$ cat config.mk
export PLATFORM = sky130hd
export DESIGN_NAME = dma_chan_stat
export DESIGN_NICKNAME = d
export VERILOG_FILES = /design/src/rtl/dma_chan_stat_pkg.sv /design/src/rtl/dma_chan_stat_rstsync.sv /design/src/rtl/dma_chan_stat_seq.sv /design/src/rtl/dma_chan_stat_regs.sv /design/src/rtl/dma_chan_stat_irq.sv /design/src/rtl/dma_chan_stat.sv
export SDC_FILE = /design/constraint.sdc
export NUM_CORES = 1
export LEC_CHECK = 0
export CAP_MARGIN = 20
export CORE_MARGIN = 3
export CORE_UTILIZATION = 27
export DETAILED_ROUTE_END_ITERATION = 6
export PLACE_DENSITY = 0.83
export SYNTH_ARGS = -nofsm -noshare
export SYNTH_HDL_FRONTEND = slang
export SYNTH_SLANG_ARGS = --single-unit
$ cat constraint.sdc
create_clock -name clk -period 0.8 [get_ports clk]
set_input_delay 0.08 -clock clk [delete_from_list [all_inputs] [get_ports clk]]
set_output_delay 0.08 -clock clk [all_outputs]
set_load 0.02 [all_outputs]
$ cat src/rtl/dma_chan_stat_pkg.sv
package dma_chan_stat_pkg;

  // Pending/enable source indices
  localparam int unsigned NSRC   = 5;
  localparam int unsigned SRC_NC = 0;  // normal completion
  localparam int unsigned SRC_EC = 1;  // error completion
  localparam int unsigned SRC_NR = 2;  // descriptor not owned
  localparam int unsigned SRC_CA = 3;  // channel abort
  localparam int unsigned SRC_PC = 4;  // premature end

  // Pending flags occupy bits 31 down to 27
  function automatic int unsigned pend_bit(input int unsigned s);
    return 32'd31 - s;
  endfunction

  function automatic int unsigned en_bit(input int unsigned s);
    case (s)
      SRC_NC:  return 32'd23;
      SRC_EC:  return 32'd22;
      SRC_NR:  return 32'd21;
      SRC_CA:  return 32'd20;
      default: return 32'd24;
    endcase
  endfunction

  function automatic logic [31:0] used_mask();
    logic [31:0] m;
    m = '0;
    for (int unsigned i = 0; i < NSRC; i++) begin
      m[pend_bit(i)] = 1'b1;
      m[en_bit(i)]   = 1'b1;
    end
    return m;
  endfunction

  typedef enum logic [1:0] {
    ST_RUN     = 2'd0,
    ST_HOLD_NR = 2'd1,
    ST_HOLD_AB = 2'd2
  } chan_state_e;

endpackage

$ cat src/rtl/dma_chan_stat_rstsync.sv
module dma_chan_stat_rstsync #(
  parameter int unsigned STAGES = 2
) (
  input  logic clk,
  input  logic rst_n,
  output logic rst_sync_n
);

  logic [STAGES-1:0] sync_q;
  logic [STAGES-1:0] sync_d;

  always_comb begin
    sync_d = {sync_q[STAGES-2:0], 1'b1};
  end

  always_ff @(posedge clk or negedge rst_n) begin
    if (!rst_n) begin
      sync_q <= '0;
    end else begin
      sync_q <= sync_d;
    end
  end

  assign rst_sync_n = sync_q[STAGES-1];

endmodule

$ cat src/rtl/dma_chan_stat_seq.sv
module dma_chan_stat_seq
  import dma_chan_stat_pkg::*;
(
  input  logic            clk,
  input  logic            rst_n,
  input  logic            desc_valid,
  input  logic            desc_own_ok,
  input  logic            abort_req,
  input  logic            flyby_rd,
  input  logic            periph_eot,
  input  logic            xfer_done,
  input  logic            xfer_err,
  input  logic            nr_pend,
  input  logic            ab_pend,
  output logic [NSRC-1:0] set_vec,
  output logic            desc_retry,
  output logic            desc_advance
);

  chan_state_e state_q, state_d;
  logic        retry_d, adv_d;
  logic        run, fetch_bad, fetch_abort, early_end;

  // Event decode; everything is gated off unless the channel runs
  always_comb begin
    run         = (state_q == ST_RUN);
    fetch_bad   = run & desc_valid & ~desc_own_ok;
    fetch_abort = run & desc_valid & desc_own_ok & abort_req;
    early_end   = run & ~desc_valid & flyby_rd & periph_eot;

    set_vec         = '0;
    set_vec[SRC_NR] = fetch_bad;
    set_vec[SRC_CA] = fetch_abort;
    set_vec[SRC_PC] = early_end;
    set_vec[SRC_NC] = early_end | (run & xfer_done);
    set_vec[SRC_EC] = run & xfer_err;
  end

  // Next state and strobe decisions
  always_comb begin
    state_d = state_q;
    retry_d = 1'b0;
    adv_d   = early_end;
    case (state_q)
      ST_RUN: begin
        if (fetch_bad) begin
          state_d = ST_HOLD_NR;
        end else if (fetch_abort) begin
          state_d = ST_HOLD_AB;
        end
      end
      ST_HOLD_NR: begin
        if (!nr_pend) begin
          state_d = ST_RUN;
          retry_d = 1'b1;
        end
      end
      ST_HOLD_AB: begin
        if (!ab_pend) begin
          state_d = ST_RUN;
          adv_d   = 1'b1;
        end
      end
      default: state_d = ST_RUN;
    endcase
  end

  always_ff @(posedge clk or negedge rst_n) begin
    if (!rst_n) begin
      state_q      <= ST_RUN;
      desc_retry   <= 1'b0;
      desc_advance <= 1'b0;
    end else begin
      state_q      <= state_d;
      desc_retry   <= retry_d;
      desc_advance <= adv_d;
    end
  end

  // A bad-ownership fetch parks the sequencer with the flag raised
  p_bad_own_holds_r3: assert property (@(posedge clk) disable iff (!rst_n)
    (state_q == ST_RUN && desc_valid && !desc_own_ok) |=> (state_q == ST_HOLD_NR && nr_pend));

  p_retry_single_r4: assert property (@(posedge clk) disable iff (!rst_n)
    desc_retry |=> !desc_retry);

  p_pulse_excl_r6: assert property (@(posedge clk) disable iff (!rst_n)
    !(desc_retry && desc_advance));

  // Halted channel takes no new events
  p_halted_ignores_r11: assert property (@(posedge clk) disable iff (!rst_n)
    (state_q != ST_RUN) |-> (set_vec == '0));

endmodule

$ cat src/rtl/dma_chan_stat_regs.sv
module dma_chan_stat_regs
  import dma_chan_stat_pkg::*;
#(
  parameter int unsigned REG_W = 32
) (
  input  logic             clk,
  input  logic             rst_n,
  input  logic             wr_en,
  input  logic [REG_W-1:0] wdata,
  input  logic [NSRC-1:0]  set_vec,
  output logic [NSRC-1:0]  pend_q,
  output logic [NSRC-1:0]  en_q,
  output logic [REG_W-1:0] rdata
);

  localparam logic [REG_W-1:0] USED = REG_W'(used_mask());

  logic [NSRC-1:0] clr_vec, pend_d, en_d;
  logic            unused_wbits;

  generate
    for (genvar g = 0; g < NSRC; g++) begin : g_src
      assign clr_vec[g] = wr_en & wdata[pend_bit(g)];
      assign en_d[g]    = wdata[en_bit(g)];
    end
  endgenerate

  assign unused_wbits = ^(wdata & ~USED);

  // Hardware set overrides a simultaneous write-1 clear
  always_comb begin
    pend_d = set_vec | (pend_q & ~clr_vec);
  end

  always_ff @(posedge clk or negedge rst_n) begin
    if (!rst_n) begin
      pend_q <= '0;
    end else begin
      pend_q <= pend_d;
    end
  end

  always_ff @(posedge clk or negedge rst_n) begin
    if (!rst_n) begin
      en_q <= '0;
    end else if (wr_en) begin
      en_q <= en_d;
    end
  end

  always_comb begin
    rdata = '0;
    for (int unsigned i = 0; i < NSRC; i++) begin
      rdata[pend_bit(i)] = pend_q[i];
      rdata[en_bit(i)]   = en_q[i];
    end
  end

  p_set_wins_r9: assert property (@(posedge clk) disable iff (!rst_n)
    (set_vec != '0) |=> ((pend_q & $past(set_vec)) == $past(set_vec)));

  p_w1c_r9: assert property (@(posedge clk) disable iff (!rst_n)
    ((clr_vec & ~set_vec) != '0) |=> ((pend_q & $past(clr_vec & ~set_vec)) == '0));

  p_enable_hold_r2: assert property (@(posedge clk) disable iff (!rst_n)
    !wr_en |=> $stable(en_q));

endmodule

$ cat src/rtl/dma_chan_stat_irq.sv
module dma_chan_stat_irq
  import dma_chan_stat_pkg::*;
(
  input  logic            clk,
  input  logic            rst_n,
  input  logic [NSRC-1:0] pend,
  input  logic [NSRC-1:0] en,
  output logic            irq
);

  logic [NSRC-1:0] hit;

  generate
    for (genvar g = 0; g < NSRC; g++) begin : g_hit
      assign hit[g] = pend[g] & en[g];
    end
  endgenerate

  assign irq = |hit;

  p_irq_quiet_r10: assert property (@(posedge clk) disable iff (!rst_n)
    (en == '0) |-> !irq);

endmodule

$ cat src/rtl/dma_chan_stat.sv
module dma_chan_stat
  import dma_chan_stat_pkg::*;
#(
  parameter int unsigned REG_W       = 32,
  parameter int unsigned SYNC_STAGES = 2
) (
  input  logic             clk,
  input  logic             rst_n,
  input  logic             desc_valid,
  input  logic             desc_own_ok,
  input  logic             abort_req,
  input  logic             flyby_rd,
  input  logic             periph_eot,
  input  logic             xfer_done,
  input  logic             xfer_err,
  input  logic             reg_wr,
  input  logic [REG_W-1:0] reg_wdata,
  output logic [REG_W-1:0] reg_rdata,
  output logic             chan_halt,
  output logic             desc_retry,
  output logic             desc_advance,
  output logic             irq
);

  logic            rst_sync_n;
  logic [NSRC-1:0] set_vec, pend_q, en_q;

  dma_chan_stat_rstsync #(.STAGES(SYNC_STAGES)) i_rstsync (
    .clk        (clk),
    .rst_n      (rst_n),
    .rst_sync_n (rst_sync_n)
  );

  dma_chan_stat_seq i_seq (
    .clk          (clk),
    .rst_n        (rst_sync_n),
    .desc_valid   (desc_valid),
    .desc_own_ok  (desc_own_ok),
    .abort_req    (abort_req),
    .flyby_rd     (flyby_rd),
    .periph_eot   (periph_eot),
    .xfer_done    (xfer_done),
    .xfer_err     (xfer_err),
    .nr_pend      (pend_q[SRC_NR]),
    .ab_pend      (pend_q[SRC_CA]),
    .set_vec      (set_vec),
    .desc_retry   (desc_retry),
    .desc_advance (desc_advance)
  );

  dma_chan_stat_regs #(.REG_W(REG_W)) i_regs (
    .clk     (clk),
    .rst_n   (rst_sync_n),
    .wr_en   (reg_wr),
    .wdata   (reg_wdata),
    .set_vec (set_vec),
    .pend_q  (pend_q),
    .en_q    (en_q),
    .rdata   (reg_rdata)
  );

  dma_chan_stat_irq i_irq (
    .clk   (clk),
    .rst_n (rst_sync_n),
    .pend  (pend_q),
    .en    (en_q),
    .irq   (irq)
  );

  assign chan_halt = pend_q[SRC_NR] | pend_q[SRC_CA];

  // Clearing the not-owned flag must lead to a retry strobe
  p_retry_after_clear_r4: assert property (@(posedge clk) disable iff (!rst_sync_n)
    $fell(pend_q[SRC_NR]) |=> desc_retry);

  p_advance_after_clear_r6: assert property (@(posedge clk) disable iff (!rst_sync_n)
    $fell(pend_q[SRC_CA]) |=> desc_advance);

  p_early_end_sets_nc_r7: assert property (@(posedge clk) disable iff (!rst_sync_n)
    set_vec[SRC_PC] |=> (pend_q[SRC_PC] && pend_q[SRC_NC] && desc_advance && !chan_halt));

  p_reset_quiet_r1: assert property (@(posedge clk)
    !rst_sync_n |-> (!desc_retry && !desc_advance && !irq && !chan_halt));

endmodule

# Word-level counts from Yosys, hierarchy flattened
# Cells that the tools add are included.
# word_totals
rom_bits	0
register_bits	16
out_inout_bits	36
latchBits	0
memories	0
word_cells	49
mem_bits_rw	0
# classes
reduce_logical	3
n_bitwise	26
div	0
n_shift	0
mul	0
muxes	9
addsub	0
magnitude_cmp	0
eq_ne	5
# op_table
cell	count
$and A1 B1 Y1	19
$mux W2	4
$pmux W2 S3	1
$and A5 B5 Y5	1
$not A5 Y5	1
$or A5 B5 Y5	1
$reduce_or A5 Y1	1
$mux W1	4
$ne A2 B2 Y1 const B	2
$ne A3 B3 Y1 const B	1
$reduce_and A3 Y1	1
$eq A2 B1 Y1 const B	1
$eq A2 B2 Y1 const B	1
$logic_not A2 Y1	1
$not A1 Y1	2
$or A1 B1 Y1	2

# Logic depth before layout (Yosys ltp)
# Gate-level depths: netlist (run 1).
# logic_depth
depth_word	7
depth_mapped	3
ltp_nobuf	2

# By module
# Synthesis (run 1) repeated with hierarchy kept, for this count alone.
# unflattened
hier_cells	92
area_unflattened_um2	954.7
# modules_own_cells
mod	seq_area_each_um2	area_each_um2	cells_per_inst	instances
dma_chan_stat_regs	250.2	636.9	59	1
dma_chan_stat_seq	100.1	236.5	26	1
dma_chan_stat_rstsync	50.0	53.8	3	1
dma_chan_stat_irq	0.0	21.3	3	1
dma_chan_stat	0.0	6.3	1	1

# Worst setup path after synthesis (run 1)
# No wires, ideal clock.
# synth_path
path_kind	register to output
start	register i_regs.en_q[0]
end	output port irq
n_path_buf	0
slack_ns	-0.255
path_stages_with_launch	3
arrival_ns	0.975
cell_sequence	dfrtp_1 -> a222oi_1 -> nand2_1
# synth_via
elab_chain_len	2
# synth_lines
item	line	source
from (decl)	dma_chan_stat_regs.sv:12	output logic [NSRC-1:0] en_q,
from (signal assigned)	dma_chan_stat_regs.sv:47	en_q <= en_d;
$and A1 B1 Y1	dma_chan_stat_irq.sv:15	assign hit[g] = pend[g] & en[g];
$reduce_or A5 Y1	dma_chan_stat_irq.sv:19	assign irq = |hit;
to (decl)	dma_chan_stat.sv:22	output logic irq
# Every way passes these cells.

# Worst setup path in the final report (run 1)
# layout_path
start	register i_regs.pend_q[0]
end	output port irq
# layout_via
elab_chain_len	2
# layout_lines
item	line	source
from (decl)	dma_chan_stat_regs.sv:11	output logic [NSRC-1:0] pend_q,
from (signal assigned)	dma_chan_stat_regs.sv:39	pend_q <= pend_d;
$and A1 B1 Y1	dma_chan_stat_irq.sv:15	
$reduce_or A5 Y1	dma_chan_stat_irq.sv:19	
# Every way passes these cells.

==> results of run 1 <==
## registers in the layout, summed over array words and instances (netlist names)
| register | cells |
|---|---|
| i_regs.en_q | 5 |
| i_regs.pend_q | 5 |
| i_rstsync.sync_q | 2 |
| i_seq.desc_advance | 1 |
| i_seq.desc_retry | 1 |
| i_seq.state_q | 2 |
## cells in the final DEF (no fill, tap or decap), drive strengths merged
cell type / n
dfrtp: 16
a21boi: 2
a22oi: 1
a21oi: 2
a22o: 2
buf: 38
a21o: 1
or3b: 1
a211o: 1
nor2: 1
inv: 1
mux2: 5
nor4b: 1
dlygate4sd3: 1
nand2: 6
a32o: 1
conb: 23
a41o: 1
a222oi: 1
clkbuf: 4
nand4b: 1
clkdlybuf4s50: 19
or2: 1
nor3b: 3
## worst paths after layout
| path | endpoint | slack [ns] |
|---|---|---|
| worst max-delay path | irq | -0.61 |
| worst min-delay path | i_regs.en_q[1] | 0.06 |
| worst max register to register | i_regs.pend_q[3] | -0.41 |
| worst min register to register | i_regs.en_q[1] | 0.06 |
| max in group asynchronous | i_rstsync.sync_q[0] | 0.20 |
| min in group clk | i_rstsync.sync_q[1] | 0.38 |
## kinds of logic after synthesis
group	Yosys count
muxes	5
buffers and inverters	26
DFF	16
other	2
AOI/OAI and AO/OA	12
and+or+nand+nor	14
## worst max-delay path, stage by stage, from the launching register on
cell,delay (ns)
dfrtp_2,0.43
a222oi_1,0.36
nand2_1,0.09
buf_4,0.17
## cell type report
| class | instances | area share |
|---|---|---|
| repair buffers | 58 | 0.411 |
| flip-flops and latches | 16 | 0.283 |
| multi-input cells | 54 | 0.253 |
| well taps | 31 | 0.0266 |
| clock buffers | 4 | 0.0249 |
| inverters | 1 | 0.00258 |
## metrics by stage
stage | hold WS [ns] | instances | setup TNS [ns] | worst slack, ns | total power (W)
3_3_place_gp | 0.0459 | 153 | -9.12 | -0.653 | 0.00199
6_report | 0.0635 | 164 | -6.20 | -0.613 | 0.00284
3_5_place_dp | 0.0592 | 153 | -9.66 | -0.642 | 0.00202
2_1_floorplan | -0.216 | 96 | -1.05 | -0.234 | 0.00156
4_1_cts | 0.0697 | 163 | -6.13 | -0.587 | 0.00280
5_1_grt | 0.0791 | 164 | -7.04 | -0.688 | 0.00298
## power groups by stage
stage | sequential [W] | combinational, W | clock [W]
CTS | 0.00102 | 0.00122 | 0.000557
global route | 0.00105 | 0.00135 | 0.000582
detailed placement | 0.00101 | 0.00101 | 0
global placement | 0.00100 | 0.000987 | 0
floorplan | 0.00112 | 0.000444 | 0
finish | 0.00104 | 0.00127 | 0.000530
## routing by layer
metal | vias up | track usage | part of all wire
met4 | 0 | 0.0394 | 0.0089
met2 | 47 | 0.229 | 0.56
met5 | - | 0 | 0
met1 | 368 | 0.132 | 0.35
li1 | 329 | - | -
met3 | 2 | 0.0377 | 0.075
## what timing repair did
action	CTS	global route
buffers inserted	5	3
hold endpoints to repair	2	0
pin swaps	6	3
gates resized for setup	104	8
endpoints found under the setup margin	28	28
hold buffers	1	0
==> impl_results.rst, run 1 <==
.. list-table::
   :header-rows: 1

   * - Metric
     - Value
   * - Status
     - finished with violations
   * - Violated checks
     - negative setup slack
   * - Worst-case clock skew
     - a little over 0.008 ns
   * - Pins over their slew limit
     - 0
   * - Vias in the first global route
     - just over 700
   * - CTS clock-pin slew for the worst setup and hold paths
     - ~0.10 ns
   * - Number of buffer cells added on primary ports
     - 33
   * - Initial Util
     - 0.293
   * - Setup-failing EPs final
     - 28
   * - Antenna Diode Count
     - 0
   * - Type of the setup path with the least slack
     - register to primary output
   * - Type of origin of the critical path
     - register
   * - Crit Reg-Reg Startpoint
     - i_regs.pend_q[3]
   * - Fmax
     - a little over 0.7 GHz
   * - Type of element capturing the critical path
     - primary output
   * - Area of the mapped netlist
     - ~840 sq um
   * - Final worst path period need
     - ~1.4 ns
   * - Fraction of synthesized area in multiplexers
     - 0.0673
   * - Switching share of total power
     - 0.321
   * - Drt first pass iters
     - 4
   * - Most frequent cell after synthesis
     - buf_4
   * - Final WL
     - 2.36 mm
   * - Share of synthesized cell area in and, or, nand and nor gates
     - 0.105
   * - Maximum number of pins on one net before global-route repair
     - 12
   * - Synth top area cells
     - dfrtp_1 (48%), buf_4 (22%), mux2_2 (6.7%)
   * - Die footprint
     - 3800 sq um
   * - Crit path max fanout
     - 2
   * - P_leak
     - ~0.7 nW
   * - Routability congestion estimate
     - around 0.7
   * - # rows
     - 19
   * - Flip-flop cell with the highest count after synthesis
     - dfrtp_1
   * - Sinks on the clock net
     - 16
   * - Initial antenna violation count
     - 0
   * - Adder-Cell Fraction of Synth Area
     - 0
   * - Count of mapped cells out of synthesis
     - 75
   * - Number of warnings reported in the yosys synthesis log
     - 0
   * - Setup repair after global routing missed its margin
     - yes
   * - H-tree Lvls
     - 1
   * - Via count normalized by instance count
     - about 4.5
   * - Proportion of netlist area held by the largest area contributor
     - 0.478
   * - Clock tree root buffer cell
     - clkbuf_4
   * - Count of boundary I/O pins
     - approximately 80
   * - Remaining global-route overflow
     - 0
   * - XOR/XNOR share of the synthesized area
     - 0
   * - DRC violations left
     - 0
   * - Layout Nets
     - approximately 180
   * - Count of flip-flops with a built-in enable after synthesis
     - 0
   * - Sequential share of the synthesized area
     - 0.478
   * - Vertical die dimension
     - 61.7 um
   * - Number of failing hold endpoints at the final stage
     - 0
   * - Fill count
     - approximately 250
   * - Smallest setup slack after layout
     - -0.613 ns
   * - Sequential fraction of design power
     - 0.365
   * - Worst setup path startpoint
     - i_regs.pend_q[0]
   * - P per Cell Area
     - between 1500 and 2000 nW/um^2
   * - Switching power
     - between 0.0009 and 0.001 W
   * - Average cell area after synthesis
     - approximately 11 sq um
   * - Final Core Density
     - 0.511
   * - Area fraction in compound gates after synthesis
     - 0.115
   * - Floorplan Core Area
     - 2850 sq um
   * - CTS tree
     - done
   * - Detailed placer's ending HPWL
     - 1.73 mm
   * - Iteration-0 DRC Markers
     - 16
   * - Combinational family with the most area after synthesis
     - buffers and inverters
   * - Multi-input combinational cell area
     - approximately 370 sq um
   * - Part of the total power dissipated in combinational logic
     - 0.448
   * - Cell depth of the worst flop-to-flop path
     - 5
   * - Fin crit share
     - 1.77
   * - CTS buffer count
     - 3
   * - Total global routing track utilization
     - 0.123
   * - Average wire per standard cell
     - about 14 um
   * - Synth-to-Final Area Change
     - 74.0%
   * - Number of maximum-capacitance constraint violations
     - 0
   * - Placed cell areas
     - between 1000 and 1500 sq um
   * - Bufs on Longest Clock Path
     - 2
   * - Reg area
     - between 400 and 500 sq um
   * - Later-pin clock latency in the skew report
     - roughly 0.29 ns
   * - Number of storage elements in the synthesis netlist
     - 16
   * - Share of post-route cells with drive strength above 1
     - 0.489
   * - Post-DRT Antenna Nets
     - 0
   * - Die boundary width
     - 61.7 um
   * - Maximum vdd ir drop
     - 0.883 mV
   * - Internal power summed over all cells
     - 0.00193 W
   * - Share of total power in the clock network
     - 0.187
   * - Cell taking the most area after synthesis
     - dfrtp_1
   * - Synth cell count leaders
     - buf_4 (24), dfrtp_1 (16), nand2_1 (6), mux2_2 (5), nor3b_1 (3)
   * - Finished Cell Area
     - about 1500 sq um
   * - CP required
     - about 0.72 ns
   * - Asr flop ratio synth
     - 1.00
   * - Vias
     - approximately 750
   * - Arrival time of the worst setup path
     - about 1.3 ns
   * - Tightest Hold Check Type
     - register to asynchronous set/reset pin
   * - Wire length of the first global-routing pass
     - 3.41 mm
   * - Number of library cell types mapped by synthesis
     - 22
Power figures use the tool's default switching activity.
==> run 2: changes to the inputs <==
Settings changed: PLACE_DENSITY 0.83 to unset, PLACE_DENSITY_LB_ADDON set to 0.1.
==> run 2 against run 1 <==
Effect of this change:
- the flow still finishes with violations (negative setup slack)
- sequential cell count unchanged
- count of clock-buffer cells in the layout unchanged
- sequential power about the same
- worst hold slack improved by 0.11 ns
- clock skew decreased by 0.0053 ns
- routed wire length decreased by 20%
- final cell count decreased by 1.8%
- fmax increased by 3.9%
- largest power group unchanged
- highest routed layer unchanged
- combinational power decreased by 9%
- worst setup slack improved by 0.053 ns
- design area decreased by 2.7%
==> impl_results.rst, run 2 (same netlist as run 1, synthesis figures left out) <==
.. list-table::
   :header-rows: 1

   * - Metric
     - Value
   * - Vertical die dimension
     - 61.7 um
   * - Fmax
     - about 0.74 GHz
   * - Synth-to-Final Area Change
     - 69.4%
   * - Final WL
     - approximately 1.9 mm
   * - Drt first pass iters
     - 4
   * - Detailed placer's ending HPWL
     - roughly 1.5 mm
   * - Total global routing track utilization
     - 0.104
   * - Clock tree root buffer cell
     - clkbuf_4
   * - Cell depth of the worst flop-to-flop path
     - 2
   * - Post-DRT Antenna Nets
     - 0
   * - Tightest Hold Check Type
     - register to asynchronous set/reset pin
   * - Maximum number of pins on one net before global-route repair
     - 15
   * - Wire length of the first global-routing pass
     - about 2.8 mm
   * - DRC violations left
     - 0
   * - Routability congestion estimate
     - 0.665
   * - Switching share of total power
     - 0.316
   * - Maximum vdd ir drop
     - 0.860 mV
   * - Part of the total power dissipated in combinational logic
     - 0.429
   * - Die footprint
     - approximately 3800 sq um
   * - H-tree Lvls
     - 1
   * - Vias
     - 677
   * - P per Cell Area
     - roughly 1900 nW/um^2
   * - Arrival time of the worst setup path
     - around 1.3 ns
   * - Worst-case clock skew
     - about 0.0029 ns
   * - P_leak
     - between 0.6 and 0.7 nW
   * - Smallest setup slack after layout
     - -0.560 ns
   * - Worst R2R End
     - i_seq.state_q[0]
   * - Violated checks
     - negative setup slack
   * - Crit path max fanout
     - 2
   * - Final worst path period need
     - roughly 1.4 ns
   * - Number of standard cells in the layout, taps in and fillers out
     - roughly 160
   * - Setup repair after global routing missed its margin
     - yes
   * - Bufs on Longest Clock Path
     - 2
   * - Pins over their slew limit
     - 0
   * - Crit Reg-Reg Startpoint
     - i_seq.state_q[0]
   * - Share of total power in the clock network
     - 0.194
   * - Fin crit share
     - 1.70
   * - Status
     - finished with violations
   * - Final TNS setup
     - -5.33 ns
   * - CTS clock-pin slew for the worst setup and hold paths
     - ~0.09 ns
   * - Number of failing hold endpoints at the final stage
     - 0
   * - Share of post-route cells with drive strength above 1
     - 0.446
   * - CTS buffer count
     - 3
   * - Internal power summed over all cells
     - between 0.0015 and 0.002 W
   * - Number of maximum-capacitance constraint violations
     - 0
   * - CTS tree
     - done
   * - Switching power
     - 0.000849 W
   * - Worst setup slack for register-to-register paths
     - -0.21 ns
   * - CP required
     - approximately 0.72 ns
   * - Sequential fraction of design power
     - 0.377
   * - Initial Util
     - 0.293
   * - Initial antenna violation count
     - 0
   * - Count of boundary I/O pins
     - 78
   * - Setup-failing EPs final
     - 28
   * - Total placed cells including tap cells
     - about 150
   * - Via count normalized by instance count
     - around 4.2
   * - # rows
     - 19
   * - Leading registers by flop count
     - i_regs.en_q x5, i_regs.pend_q x5
   * - Number of buffer cells added on primary ports
     - 33
   * - Type of the setup path with the least slack
     - register to primary output
   * - Later-pin clock latency in the skew report
     - approximately 0.28 ns
   * - Floorplan Core Area
     - 2850 sq um
   * - Antenna Diode Count
     - 0
   * - Die boundary width
     - 61.7 um
   * - Sinks on the clock net
     - 16
   * - Iteration-0 DRC Markers
     - 6
   * - Final hold slack
     - ~0.17 ns
   * - Type of origin of the critical path
     - register
   * - Vias in the first global route
     - about 620
   * - Layout Nets
     - ~170
   * - Type of element capturing the critical path
     - primary output
   * - Commonest non-fill, non-tap cells in the layout
     - buf_6 (27), conb_1 (23), clkdlybuf4s50_1 (19)
   * - Average wire per standard cell
     - approximately 12 um
   * - Most common cell after layout, fill and taps aside
     - buf_6
   * - Remaining global-route overflow
     - 0
[run 2: cell types whose count changed in the layout (fill, tap and decap cells not counted), sizes merged]
cell  before  now
buf       38   35
[run 2: cell type report]
type	count	area, sq um
tap	31	38.8
inverter	1	3.75
multi-input combinational	54	367
timing repair buffer	55	562
clock buffer	4	36.3
fill	282	1440
sequential	16	410
[run 2: worst max-delay path: stages, from the launching register on]
cell      delay, ns
dfrtp_2        0.41
a222oi_1       0.34
nand2_1        0.09
buf_2          0.16
[run 2: how the worst max path moves through the flow]
| stage | from | endpoint | slack [ns] | cells past startpoint |
|---|---|---|---|---|
| 3_3_place_gp | i_regs.pend_q[0] | irq | -0.65 | 3 |
| 4_1_cts | i_regs.en_q[0] | irq | -0.60 | 3 |
| 3_5_place_dp | i_regs.pend_q[0] | irq | -0.65 | 3 |
| 6_report | i_regs.en_q[0] | irq | -0.56 | 3 |
| 2_1_floorplan | i_regs.pend_q[0] | irq | -0.23 | 2 |
| 5_1_grt | i_regs.en_q[0] | irq | -0.69 | 3 |
[run 2: timing repair]
item | 4_1_cts | 5_1_grt
pin swaps | 7 | 2
resized for setup | 100 | 6
setup buffers | 3 | 4
hold endpoints to repair | 2 | 0
endpoints found under the setup margin | 28 | 28
hold buffers | 1 | 0
[run 2: per-layer routing]
layer,vias up,part of all wire,global-route usage
li1,322,-,-
met2,32,0.48,0.160
met3,2,0.090,0.0314
met4,0,0.0042,0.0545
met5,-,0,0
met1,321,0.43,0.131
[run 2: power groups by stage]
stage	Clock (W)	Combinational (W)	Sequential [W]
after floorplan	0	0.000444	0.00112
after global placement	0	0.000994	0.00101
after detailed placement	0	0.000984	0.00101
after CTS	0.000552	0.00114	0.00102
after global routing	0.000587	0.00124	0.00103
final	0.000523	0.00115	0.00101
[run 2: through the flow]
stage | total power, W | cell area [sq um] | util | worst slack [ns]
after CTS | 0.00270 | 1400 | 0.489 | -0.603
after global routing | 0.00286 | 1420 | 0.497 | -0.692
final | 0.00269 | 1420 | 0.497 | -0.560
after detailed placement | 0.00199 | 1250 | 0.438 | -0.650
after floorplan | 0.00156 | 931 | - | -0.234
after global placement | 0.00200 | 1250 | 0.438 | -0.650
